===== src/rtl/pix_rate_mon_pkg.sv =====
package pix_rate_mon_pkg;

  // Strobes handed from the control half to the counting half.
  typedef struct packed {
    logic windowEnd;   // last cycle of the current window
    logic latchRate;   // publish the finishing count this cycle
  } monStrobe_t;

endpackage


===== src/rtl/pix_rate_mon_dp.sv =====
module pix_rate_mon_dp
  import pix_rate_mon_pkg::*;
#(
  parameter int WIN_LOG2 = 16
) (
  input  logic              clk,
  input  logic              rstN,
  input  logic              fifoEmpty,
  input  monStrobe_t        strobe,
  input  logic [WIN_LOG2:0] thrHigh,
  input  logic [WIN_LOG2:0] thrLow,
  output logic [WIN_LOG2:0] rateReading,
  output logic              aboveHigh,
  output logic              belowLow
);

  localparam int CNT_W = WIN_LOG2 + 1;
  localparam logic [CNT_W-1:0] WIN_CNT = {1'b1, {WIN_LOG2{1'b0}}};

  logic [CNT_W-1:0] countQ;
  logic [CNT_W-1:0] rateQ;
  logic [CNT_W-1:0] windowCount;

  // Count including the current cycle, so the window spans exactly WIN cycles.
  assign windowCount = countQ + {{(CNT_W-1){1'b0}}, ~fifoEmpty};

  assign aboveHigh = windowCount > thrHigh;
  assign belowLow  = windowCount < thrLow;

  always_ff @(posedge clk or negedge rstN) begin
    if (!rstN) begin
      countQ <= '0;
      rateQ  <= '0;
    end else begin
      if (strobe.windowEnd) countQ <= '0;
      else                  countQ <= windowCount;
      if (strobe.latchRate) rateQ  <= windowCount;
    end
  end

  assign rateReading = rateQ;

  AST_NO_OVERFLOW: assert property (@(posedge clk) disable iff (!rstN)
    countQ < WIN_CNT);

  AST_RATE_BOUND: assert property (@(posedge clk) disable iff (!rstN)
    rateQ <= WIN_CNT);

  AST_RATE_HELD: assert property (@(posedge clk) disable iff (!rstN)
    !strobe.latchRate |=> $stable(rateQ));

endmodule


===== src/rtl/pix_rate_mon_ctrl.sv =====
module pix_rate_mon_ctrl
  import pix_rate_mon_pkg::*;
#(
  parameter int WIN_LOG2 = 16
) (
  input  logic       clk,
  input  logic       rstN,
  input  logic       aboveHigh,
  input  logic       belowLow,
  output monStrobe_t strobe,
  output logic       rateValid,
  output logic       videoPresent,
  output logic       fifoRestart
);

  logic [WIN_LOG2-1:0] timerQ;
  logic                presentQ;
  logic                validQ;
  logic                restartQ;
  logic                winEnd;
  logic                goPresent;
  logic                goAbsent;

  assign winEnd    = &timerQ;
  assign goPresent = winEnd && !presentQ && aboveHigh;
  assign goAbsent  = winEnd &&  presentQ && belowLow;

  always_comb begin
    strobe.windowEnd = winEnd;
    strobe.latchRate = winEnd;
  end

  always_ff @(posedge clk or negedge rstN) begin
    if (!rstN) begin
      timerQ   <= '0;
      presentQ <= 1'b0;
      validQ   <= 1'b0;
      restartQ <= 1'b0;
    end else begin
      timerQ   <= timerQ + 1'b1;
      validQ   <= winEnd;
      restartQ <= goPresent;
      if (goPresent)     presentQ <= 1'b1;
      else if (goAbsent) presentQ <= 1'b0;
    end
  end

  assign rateValid    = validQ;
  assign videoPresent = presentQ;
  assign fifoRestart  = restartQ;

  AST_VALID_SINGLE: assert property (@(posedge clk) disable iff (!rstN)
    validQ |=> !validQ);

  AST_RESTART_SINGLE: assert property (@(posedge clk) disable iff (!rstN)
    restartQ |=> !restartQ);

  AST_RESTART_WITH_VALID: assert property (@(posedge clk) disable iff (!rstN)
    restartQ |-> (validQ && presentQ));

  AST_PRESENT_FROZEN: assert property (@(posedge clk) disable iff (!rstN)
    !winEnd |=> $stable(presentQ));

  AST_RISE_NEEDS_ABOVE: assert property (@(posedge clk) disable iff (!rstN)
    (winEnd && !presentQ && !aboveHigh) |=> !presentQ);

  AST_FALL_NEEDS_BELOW: assert property (@(posedge clk) disable iff (!rstN)
    (winEnd && presentQ && !belowLow) |=> presentQ);

endmodule


===== src/rtl/pix_rate_mon.sv =====
module pix_rate_mon
  import pix_rate_mon_pkg::*;
#(
  parameter int WIN_LOG2 = 16
) (
  input  logic              clk,
  input  logic              rstN,
  input  logic              fifoEmpty,
  input  logic [WIN_LOG2:0] thrHigh,
  input  logic [WIN_LOG2:0] thrLow,
  output logic [WIN_LOG2:0] rateReading,
  output logic              rateValid,
  output logic              videoPresent,
  output logic              fifoRestart
);

  monStrobe_t strobe;
  logic       aboveHigh;
  logic       belowLow;

  pix_rate_mon_ctrl #(.WIN_LOG2(WIN_LOG2)) u_ctrl (
    .clk          (clk),
    .rstN         (rstN),
    .aboveHigh    (aboveHigh),
    .belowLow     (belowLow),
    .strobe       (strobe),
    .rateValid    (rateValid),
    .videoPresent (videoPresent),
    .fifoRestart  (fifoRestart)
  );

  pix_rate_mon_dp #(.WIN_LOG2(WIN_LOG2)) u_dp (
    .clk         (clk),
    .rstN        (rstN),
    .fifoEmpty   (fifoEmpty),
    .strobe      (strobe),
    .thrHigh     (thrHigh),
    .thrLow      (thrLow),
    .rateReading (rateReading),
    .aboveHigh   (aboveHigh),
    .belowLow    (belowLow)
  );

  AST_RESTART_NEEDS_PRESENT: assert property (@(posedge clk) disable iff (!rstN)
    fifoRestart |-> videoPresent);

endmodule


===== config.mk =====
export PLATFORM = sky130hd
export DESIGN_NAME = pix_rate_mon
export DESIGN_NICKNAME = d
export VERILOG_FILES = /design/src/rtl/pix_rate_mon_pkg.sv /design/src/rtl/pix_rate_mon_dp.sv /design/src/rtl/pix_rate_mon_ctrl.sv /design/src/rtl/pix_rate_mon.sv
export SDC_FILE = /design/constraint.sdc
export NUM_CORES = 1
export LEC_CHECK = 0
export ABC_CLOCK_PERIOD_IN_PS = 3900
export BUFFER_PORTS_ARGS = -buffer_cell sky130_fd_sc_hd__buf_4
export CAP_MARGIN = 15
export CORE_MARGIN = 5
export CORE_UTILIZATION = 49
export CTS_CLUSTER_SIZE = 25
export DETAILED_ROUTE_END_ITERATION = 7
export HOLD_SLACK_MARGIN = 0.08
export PLACE_DENSITY = 0.79
export SLEW_MARGIN = 30
export SYNTH_ARGS = -nofsm -noshare
export SYNTH_HDL_FRONTEND = slang
export SYNTH_SLANG_ARGS = --single-unit

===== constraint.sdc =====
create_clock -name clk -period 3.9 [get_ports clk]
set_clock_uncertainty 0.2 [all_clocks]
set_input_delay 0.585 -clock clk [delete_from_list [all_inputs] [get_ports clk]]
set_output_delay 0.585 -clock clk [all_outputs]
set_load 0.05 [all_outputs]

==> key figures, run 1 <==
Setup path
  – Worst Path Required: 3880 ps
  – Crit-path most repeated cell: ha_1
  – Arr. time, crit path: 3650 ps
  – Crit-path cells: buf_4, inv_1, ha_1, ha_1, nand4_1, nor3_1, nand3_1, xor2_1, inv_1, ha_1, nand4_1, nor4_4, a211oi_2, a221oi_2, a31oi_1
  – Worst Setup End Kind: flip-flop
  – Critical path class: in2reg
  – Max FO, Critical Path: 4
  – CP Buf/Inv Count: 3
  – CP peak stage delay: between 400 and 500 ps
  – CP Depth: 15
  – Worst path slowest cell: nor4_4
  – FF-to-FF path depth: 13
  – Startpoint types: input pin
  – Largest delay share family, worst path: simple AND/OR/NAND/NOR gates

Synth
  – Syn Nets: 401
  – Synthesized area: 3120 sq um
  – Post-Synthesis Mean Instance Area: 9.51 sq um
  – Seq cells post-synth: 53
  – Syn Inst Count: 328
  – Post-synth EDFFs: 0
  – Main synth FF type: dfrtp_1
  – Ys async rst share: 1.00
  – Ys Warns: 0
  – Post-synthesis sequential area ratio: 0.425
  – Synth unique cells: 41

Timing
  – Count of final setup violators: 0
  – Final WS setup: 229 ps
  – Worst Tran Pin Value: 649 ps
  – Worst slew margin: 0.567
  – RSZ-0062 raised after global routing: no
  – WHS: 98.2 ps
  – Final hold vios: 0
  – Fin. max-slew vios: 0
  – Tcrit/Tclk final: 0.941
  – Fmax achieved: 272 MHz
  – Crit path time final: 3670 ps
  – Setup_tns: 0 ps

Clocking
  – CTS max path bufs: 2
  – Clock Latency Late Sink: 310 ps
  – Post-CTS setup buffer count: 0
  – Clk Tree Root Cell: clkbuf_8
  – Cts bufs inserted: 5
  – Reg clk slew, reported paths: 100 ps
  – H-Tree Depth: 2
  – CTS tree: yes
  – Clock sinks: 53
  – Post-CTS Resized: 0
  – Hold_buf cts: 0

Layout
  – Share of layout cells above drive strength 1: 0.199
  – Layout area overhead: 19.4%
  – Antenna Cells: 0
  – Design area: between 3000 and 4000 sq um
  – Nets@finish: 463

Floorplanning
  – Cell row count: 29
  – Die X: 89.8 um
  – Starting density of the core: 0.497
  – I/O pins: 57
  – Die height: roughly 90 um
  – Total die area: between 8000 and 9000 sq um
  – Core ar.: 6280 sq um

Placement
  – Hpwl dp: 5020 um
  – Place WS: 1.11 ps
  – Buffers on Ports: between 50 and 60
  – Routability cong.: 0.827
  – Post-DP Area: ~3600 sq um

Global route
  – Vias in the first global route: 2519
  – Initial antenna violation count: 0
  – Largest net degree at the start of global routing: 54
  – Remaining Overflow, GRT: 0
  – First-pass GRT wire length: 11200 um
  – Total GRT Usage: 0.165

Detailed routing
  – DR iter-0 viols: 48
  – Routed len/inst: ~13 um
  – Final WL: 6300 um
  – Vias: 2421
  – ANT nets after route: 0
  – Via density: 5.17
  – Drt first pass iters: 4
  – DRC viols: 0

Worst hold path
  – Hold Path Class: in2async

Power
  – Pleak: 2.05 nW
  – Pwr/cell area: 345 nW/um^2
  – VDD IR max: 0.197 mV

Run
  – Max Cap Viol: 0

Run status
  – Status: finished, final reports clean
==> final timing paths <==
check,start,endpoint,slack [ps]
max reg2reg,u_dp.countQ[0],u_ctrl.videoPresent,320
min,rstN,u_dp.rateReading[15],100
min reg2reg,u_ctrl.timerQ[0],u_ctrl.timerQ[0],260
min in group clk,u_ctrl.timerQ[0],u_ctrl.timerQ[0],260
max,fifoEmpty,u_ctrl.videoPresent,230
max in group asynchronous,rstN,u_ctrl.timerQ[13],2970
==> synth_stat cells, types with 2 or more instances <==
master	number	area [sq um]
nor2_1	28	105
buf_2	3	15.0
ha_1	36	450
a21oi_1	11	55.1
o21ai_0	19	95.1
nand3_1	12	60.1
nor3_1	3	15.0
dfrtp_1	53	1330
nand2_1	33	124
o21ai_1	2	10.0
inv_1	55	206
nand3_2	2	20.0
nor4_2	2	25.0
xor2_1	11	96.3
and3_1	2	12.5
xnor2_1	18	158
and4_1	2	17.5
nand4_1	13	81.3
==> metal layers <==
| metal | track usage | vias to the layer above | routed length [um] |
|---|---|---|---|
| li1 | - | 1213 | - |
| met5 | 0 | - | 0 |
| met1 | 0.213 | 1150 | 2840 |
| met2 | 0.271 | 47 | 3080 |
| met4 | 0.0491 | 0 | 112 |
| met3 | 0.0409 | 11 | 270 |
==> cell usage in the layout, fill, tap and decap left out, types with 2 or more instances in the layout <==
cell type	Yosys	layout
buf_4	1	59
inv_1	55	55
dfrtp_1	53	53
ha_1	36	36
nand2_1	33	33
nor2_1	28	28
o21ai_0	19	19
xnor2_1	18	18
nand4_1	13	13
nand3_1	12	12
xor2_1	11	11
a21oi_1	11	11
clkbuf_8	0	5
nor3_1	3	3
nor4_2	2	2
nand3_2	2	2
and4_1	2	2
and3_1	2	2
o21ai_1	2	2
clkinvlp_4	0	2
==> flip-flops by register name, indices dropped and copies added, names as in the netlist <==
signal	cells
u_dp.countQ	17
u_dp.rateReading	17
u_ctrl.timerQ	16
u_ctrl.rateValid	1
u_ctrl.fifoRestart	1
u_ctrl.videoPresent	1
==> where the power goes <==
part           leakage, nW  total, W  switching, W  internal (W)
logic                 1.39  0.000354      0.000206      0.000147
registers            0.626  0.000619     0.0000345      0.000584
clock network       0.0374  0.000313      0.000186      0.000127
total                 2.05   0.00129      0.000427      0.000859
==> worst reg2reg max path, cell delays in order (launching register included) <==
cell,delay (ps)
dfrtp_1,350
ha_1,190
ha_1,220
nand4_1,170
nor3_1,370
nand3_1,150
xor2_1,240
inv_1,110
ha_1,320
nand4_1,250
nor4_4,430
a211oi_2,140
a221oi_2,270
a31oi_1,70
==> area by class of cell <==
cell class	count	area, sq um
clock buffer	6	72.6
inverter	56	210
multi-input combinational	215	1560
sequential	53	1330
tap	77	96.3
fill	564	2550
clock inverter	2	15.0
timing repair buffer	59	443
==> logic make-up (layout without fill, tap and decap cells) <==
kind of cell | after synthesis | in the layout | synth area share
xor+xnor | 29 | 29 | 0.0814
fa+ha+maj | 36 | 36 | 0.144
flops | 53 | 53 | 0.425
compound gates | 44 | 44 | 0.0931
buf+inv | 60 | 123 | 0.0746
simple gates | 106 | 106 | 0.181
==> through the flow <==
step,utilization,instances,power [W]
2_1_floorplan,-,328,0.000867
3_3_place_gp,0.579,460,0.000964
3_5_place_dp,0.579,460,0.000987
4_1_cts,0.593,468,0.00130
5_1_grt,0.593,468,0.00137
6_report,0.593,468,0.00129
No activity file was read; power rests on OpenSTA's default activity.
==> run 2, diff against run 1 <==
--- a/config.mk
+++ b/config.mk
@@ -10,4 +10,4 @@
 export CAP_MARGIN = 15
-export CORE_MARGIN = 5
-export CORE_UTILIZATION = 49
+export CORE_MARGIN = 2
+export CORE_UTILIZATION = 56
 export CTS_CLUSTER_SIZE = 25
@@ -15,3 +15,3 @@
 export HOLD_SLACK_MARGIN = 0.08
-export PLACE_DENSITY = 0.79
+export PLACE_DENSITY = 0.87
 export SLEW_MARGIN = 30
--- a/constraint.sdc
+++ b/constraint.sdc
@@ -4,2 +4,2 @@
 set_output_delay 0.585 -clock clk [all_outputs]
-set_load 0.05 [all_outputs]
+set_load 0.02 [all_outputs]
==> key figures, run 2 (synthesis results as in run 1) <==
Timing
  – Tcrit/Tclk final: 0.921 (-0.0205)
  – Count of final setup violators: 0 (unchanged)
  – RSZ-0062 raised after global routing: no
  – Setup_tns: 0 ps (unchanged)
  – Worst Tran Pin Value: 628 ps (-21.2 ps)
  – Final hold vios: 0 (unchanged)
  – Crit path time final: 3590 ps (-79.8 ps)
  – Fin. max-slew vios: 0 (unchanged)
  – Fmax achieved: 278 MHz (+2.2%)
  – Worst slew margin: 0.581 (+0.0141)

Floorplanning
  – Die X: 78.6 um (-12%)
  – Total die area: 6180 sq um (-23%)
  – Die height: 78.6 um (-12%)
  – Core ar.: 5440 sq um (-13%)
  – Cell row count: 27 (-6.9%)
  – Starting density of the core: 0.573 (+0.0766)
  – I/O pins: 57 (unchanged)

Global route
  – Initial antenna violation count: 0 (unchanged)
  – Remaining Overflow, GRT: 0 (unchanged)
  – Largest net degree at the start of global routing: 54 (unchanged)
  – Vias in the first global route: 2384 (-5.4%)
  – Total GRT Usage: 0.220 (+0.0552)
  – First-pass GRT wire length: 10600 um (-5.2%)

Layout
  – Share of layout cells above drive strength 1: 0.203 (+0.00308)
  – Nets@finish: 462 (-0.22%)
  – Antenna Cells: 0 (unchanged)
  – Layout area overhead: 19.2%
  – Most common cell after layout, fill and taps aside: buf_4
  – Most frequent cells in the layout: 58 x buf_4, 55 x inv_1, 53 x dfrtp_1, 36 x ha_1, 33 x nand2_1

Power
  – Clk pwr share: 0.248 (+0.004)
  – Sequential power share: 0.480 (about the same)
  – Pleak: 2.05 nW (+0.15%)
  – Pwr/cell area: 347 nW/um^2 (+0.39%)
  – Internal power: 0.000859 W (about the same)
  – Power, Total: 0.00129 W (+0.22%)
  – Sw frac: 0.334 (+0.00150)
  – Sw Pwr: 0.000430 W (+0.67%)
  – VDD IR max: 0.206 mV (+4.3%)
  – Gate power share: 0.272 (-0.003)

Clocking
  – CTS max path bufs: 2 (unchanged)
  – Clk Tree Root Cell: clkbuf_8
  – CTS tree: yes
  – Hold_buf cts: 0 (unchanged)
  – Reg clk slew, reported paths: 100 ps (about the same)
  – Cts bufs inserted: 5 (unchanged)
  – H-Tree Depth: 2 (unchanged)
  – Clock sinks: 53 (unchanged)
  – Clock Latency Late Sink: 320 ps (about the same)

Setup path
  – Arr. time, crit path: 3580 ps (-70 ps)
  – Critical path class: in2reg
  – R2r setup slk: 400 ps (+80 ps)
  – Max FO, Critical Path: 4 (unchanged)
  – Worst Setup End Kind: flip-flop
  – Worst Path Required: 3890 ps (about the same)
  – Startpoint types: input pin

Run
  – Max Cap Viol: 0 (unchanged)

Placement
  – Hpwl dp: 5050 um (+0.58%)
  – Routability cong.: 0.871 (+5.3%)
  – Buffers on Ports: 56 (unchanged)

Detailed routing
  – Routed len/inst: 13.7 um (+1.6%)
  – ANT nets after route: 0 (unchanged)
  – Vias: 2441 (+0.83%)
  – DRC viols: 0 (unchanged)
  – Final WL: 6320 um (+0.32%)
  – Via density: 5.28 (+2.1%)
  – DR iter-0 viols: 153 (+220%)
  – Drt first pass iters: 4 (unchanged)

Worst hold path
  – Hold Path Class: in2async

Run status
  – Status: finished, final reports clean
[run 2: repair_timing]
| action | CTS | global route |
|---|---|---|
| resized for setup | 0 | 1 |
| endpoints found under the setup margin | 0 | 1 |
| buffers inserted | 0 | 0 |
[run 2: final cells by class]
class / instances / area, sq um
Tap cell: 72 / 90.1
Clock buffer: 5 / 68.8
Inverter: 56 / 210
Fill cell: 428 / 1720
Multi-Input combinational cell: 215 / 1570
Timing Repair Buffer: 58 / 435
Sequential cell: 53 / 1330
Clock inverter: 3 / 21.3
[run 2: power by group through the flow]
stage               clock (W)  combinational [W]  sequential (W)
finish               0.000319           0.000351        0.000619
global route         0.000347           0.000405        0.000624
CTS                  0.000321           0.000351        0.000618
detailed placement          0           0.000350        0.000630
global placement            0           0.000333        0.000626
floorplan                   0           0.000244        0.000623
[run 2: worst max-delay path, stage by stage]
cell and delay, ps:
buf_4 110, inv_1 40, ha_1 180, ha_1 210, nand4_1 180, nor3_2 330
nand3_1 130, xor2_1 240, inv_1 100, ha_1 310, nand4_1 230, nor4_4 440
a211oi_2 140, a221oi_2 280, a31oi_1 70
[run 2: worst paths after layout]
check	from	end	cells after the start
max	fifoEmpty	u_ctrl.videoPresent	15
min	rstN	u_dp.rateReading[3]	1
max reg2reg	u_dp.countQ[0]	u_ctrl.videoPresent	13
min reg2reg	u_ctrl.timerQ[0]	u_ctrl.timerQ[0]	1
max in group asynchronous	rstN	u_ctrl.timerQ[14]	1
min in group clk	u_ctrl.timerQ[0]	u_ctrl.timerQ[0]	1
[run 2: stage by stage]
step	setup WS, ps	utilization	cells	hold slack (ps)	area, sq um
final	308	0.683	462	84.8	3720
after global routing	27.5	0.683	462	138	3720
after CTS	215	0.683	462	118	3710
after detailed placement	-83.1	0.666	454	240	3620
after global placement	117	0.666	454	236	3620
after floorplan	466	-	328	89.4	3120
[run 2: per-layer routing]
layer  vias up  track usage  routed length [um]
met5         -            0                   0
met4         0       0.0561                  72
met3         7       0.0494                 358
met2        55        0.382                3180
met1      1163        0.276                2700
li1       1216            -                   -
==> run 3, diff against run 2 <==
- ABC_AREA: unset -> 1
- PLACE_DENSITY: 0.87 -> 0.8
==> key figures, run 3 <==
Run status
  – Status: finished, final reports clean

Synth
  – Main synth FF type: dfrtp_1
  – Ys async rst share: 1.00 (unchanged)
  – Seq cells post-synth: 53 (unchanged)
  – Most frequent cells after synthesis: 93 x nand2_1, 85 x inv_1, 53 x dfrtp_1, 39 x nor2_1, 36 x ha_1
  – Ys Warns: 0 (unchanged)
  – Post-synth EDFFs: 0 (unchanged)
  – Synth area leader: dfrtp_1
  – Syn Nets: 485 (+21%)
  – Synth top area cells: dfrtp_1 40%, ha_1 13%, nand2_1 10%
  – Syn Inst Count: 412 (+26%)
  – Most instantiated library cell after synthesis: nand2_1
  – Synth unique cells: 32 (-22%)
  – Synthesized area: 3350 sq um (+7.4%)
  – Post-Synthesis Mean Instance Area: 8.13 sq um (-14%)
  – Post-synthesis sequential area ratio: 0.396 (-0.0294)
  – Yosys top cell area share: 0.396 (-0.0294)

Setup path
  – Arr. time, crit path: 2860 ps (-720 ps)
  – FF-to-FF path depth: 16 (+3)
  – CP peak stage delay: 300 ps (-140 ps)
  – Crit-path cells: buf_4, inv_1, ha_1, ha_1, nand2_2, nor2_4, nand2_4, nor2_4, xor2_1, inv_1, ha_1, nand2_1, nor2_1, nand2_1, nor3_1, nor2_1, nand2_1, nand2_1
  – Worst path slowest cell: ha_1
  – Critical path class: in2reg
  – Critical Path Sink: u_ctrl.videoPresent
  – Startpoint types: input pin
  – R2r setup slk: 1140 ps (+740 ps)
  – Crit-path most repeated cell: nand2_1
  – Critical path launch point: fifoEmpty
  – Max FO, Critical Path: 3 (-1)
  – Worst Setup End Kind: flip-flop
  – Worst Path Required: 3910 ps (+20 ps)
  – Reg-to-Reg End: u_ctrl.videoPresent
  – R2r startpoint: u_dp.countQ[0]

Global route
  – Initial antenna violation count: 0 (unchanged)
  – Total GRT Usage: 0.229 (+0.00918)
  – Remaining Overflow, GRT: 0 (unchanged)
  – Largest net degree at the start of global routing: 54 (unchanged)
  – Vias in the first global route: 2641 (+11%)
  – First-pass GRT wire length: 11600 um (+8.6%)

Layout
  – Antenna Cells: 0 (unchanged)
  – Most frequent cells in the layout: 93 x nand2_1, 85 x inv_1, 56 x buf_4, 53 x dfrtp_1, 39 x nor2_1
  – Layout area overhead: 17.1%
  – Nets@finish: 544 (+18%)
  – Share of layout cells above drive strength 1: 0.199 (-0.00341)
  – Most common cell after layout, fill and taps aside: nand2_1
  – Fill cell count: 500 (+17%)

Detailed routing
  – Routed len/inst: 12.2 um (-11%)
  – ANT nets after route: 0 (unchanged)
  – DRC viols: 0 (unchanged)
  – DR iter-0 viols: 125 (-18%)
  – Via density: 4.84 (-8.3%)
  – Final WL: 6680 um (+5.8%)
  – Drt first pass iters: 4 (unchanged)
  – Vias: 2650 (+8.6%)

Timing
  – Fmax achieved: 351 MHz (+26%)
  – Final hold vios: 0 (unchanged)
  – Crit path time final: 2850 ps (-741 ps)
  – RSZ-0062 raised after global routing: no
  – Fin. max-slew vios: 0 (unchanged)
  – Worst slew margin: 0.554 (-0.0277)
  – WHS: 95.0 ps (+10.3 ps)
  – Worst Tran Pin Value: 670 ps (+41.5 ps)
  – Count of final setup violators: 0 (unchanged)
  – Setup_tns: 0 ps (unchanged)
  – Tcrit/Tclk final: 0.731 (-0.190)

Clocking
  – Hold_buf cts: 0 (unchanged)
  – CTS tree: yes
  – Post-CTS setup buffer count: 0 (unchanged)
  – Reg clk slew, reported paths: 100 ps (about the same)
  – CTS max path bufs: 2 (unchanged)
  – Cts bufs inserted: 5 (unchanged)
  – Clk Tree Root Cell: clkbuf_8
  – Clock Latency Late Sink: 310 ps (about the same)
  – Clock sinks: 53 (unchanged)
  – Post-CTS Resized: 0 (unchanged)
  – H-Tree Depth: 2 (unchanged)

Floorplanning
  – Total die area: 6620 sq um (+7.0%)
  – Cell row count: 28 (+3.7%)
  – Die X: 81.4 um (+3.5%)
  – Core ar.: 5850 sq um (+7.6%)
  – Starting density of the core: 0.573 (-0.000787)
  – Die height: 81.4 um (+3.5%)
  – I/O pins: 57 (unchanged)

Power
  – Sw frac: 0.350 (+0.0164)
  – Pwr/cell area: 352 nW/um^2 (+1.4%)
  – Sw Pwr: 0.000483 W (+12%)
  – Clk pwr share: 0.223 (-0.025)
  – VDD IR max: 0.244 mV (+19%)
  – Gate power share: 0.324 (+0.052)
  – Pleak: 2.30 nW (+12%)
  – Sequential power share: 0.453 (-0.027)
  – Internal power: 0.000896 W (+4.4%)

Run
  – Max Cap Viol: 0 (unchanged)

Placement
  – Buffers on Ports: 56 (unchanged)
  – Hpwl dp: 5250 um (+4.0%)
  – Routability cong.: 0.878 (+0.80%)

Worst hold path
  – Hold Path Class: in2async
-- run 3: changes by cell type after synthesis, sizes merged, moves of 3 or more --
cell / before / now
nand3: 14 / 10
a21o: 0 / 3
nand4: 14 / 4
o21ai: 21 / 17
xor2: 11 / 14
inv: 56 / 86
xnor2: 18 / 9
nor2: 28 / 53
nor3: 4 / 1
nand2: 33 / 103
-- run 3: worst max-delay path, delay by kind of cell --
kind / cells / cell delay, ps
adder cells (fa/ha/maj): 3 / 670
buffers and inverters: 3 / 270
XOR/XNOR: 1 / 270
AND/OR/NAND/NOR: 11 / 1060
-- run 3: cells by family (layout without fill, tap and decap cells) --
group,after synthesis,count (layout),synth area share
AO/OA/AOI/OAI,33,33,0.0538
flip-flops,53,53,0.396
adder cells (fa/ha/maj),36,36,0.134
buffers and inverters,90,150,0.104
AND/OR/NAND/NOR,177,177,0.245
XOR/XNOR,23,23,0.0668
-- run 3: worst min path at each step --
stage,depth (start not counted),to,slack [ps]
after floorplan,0,u_ctrl.fifoRestart,90
final,1,u_dp.rateReading[8],100
after global routing,1,u_dp.rateReading[9],150
after global placement,1,u_ctrl.timerQ[14],260
after detailed placement,1,u_ctrl.timerQ[0],260
after CTS,1,u_dp.rateReading[9],130
-- run 3: power groups by stage --
| stage | logic (W) | clock network, W | registers [W] |
|---|---|---|---|
| 4_1_cts | 0.000452 | 0.000312 | 0.000625 |
| 6_report | 0.000447 | 0.000307 | 0.000625 |
| 5_1_grt | 0.000519 | 0.000336 | 0.000629 |
| 3_5_place_dp | 0.000446 | 0 | 0.000635 |
| 2_1_floorplan | 0.000319 | 0 | 0.000629 |
| 3_3_place_gp | 0.000421 | 0 | 0.000633 |
-- run 3: area by class of cell --
type	count	area, sq um	share of cell area
repair buffers	56	420	0.107
flip-flops and latches	53	1330	0.338
well taps	75	93.8	0.0239
inverters	86	323	0.0823
multi-input cells	269	1680	0.427
clock buffers	7	76.3	0.0195
clock inverters	1	7.51	0.00191
-- run 3: layer usage --
| metal | up-vias | wire length, um | GRT usage |
|---|---|---|---|
| met4 | 0 | 51 | 0.0559 |
| met5 | - | 0 | 0 |
| li1 | 1368 | - | - |
| met3 | 4 | 240 | 0.0522 |
| met2 | 39 | 3550 | 0.416 |
| met1 | 1239 | 2840 | 0.272 |
-- run 3: per-stage QoR --
stage	total power, W	worst slack (ps)	utilization	cell area [sq um]	cells
3_5_place_dp	0.00108	710	0.656	3840	539
5_1_grt	0.00148	816	0.670	3920	547
3_3_place_gp	0.00105	824	0.656	3840	539
4_1_cts	0.00139	1040	0.670	3920	547
2_1_floorplan	0.000949	1120	-	3350	412
6_report	0.00138	1050	0.670	3920	547
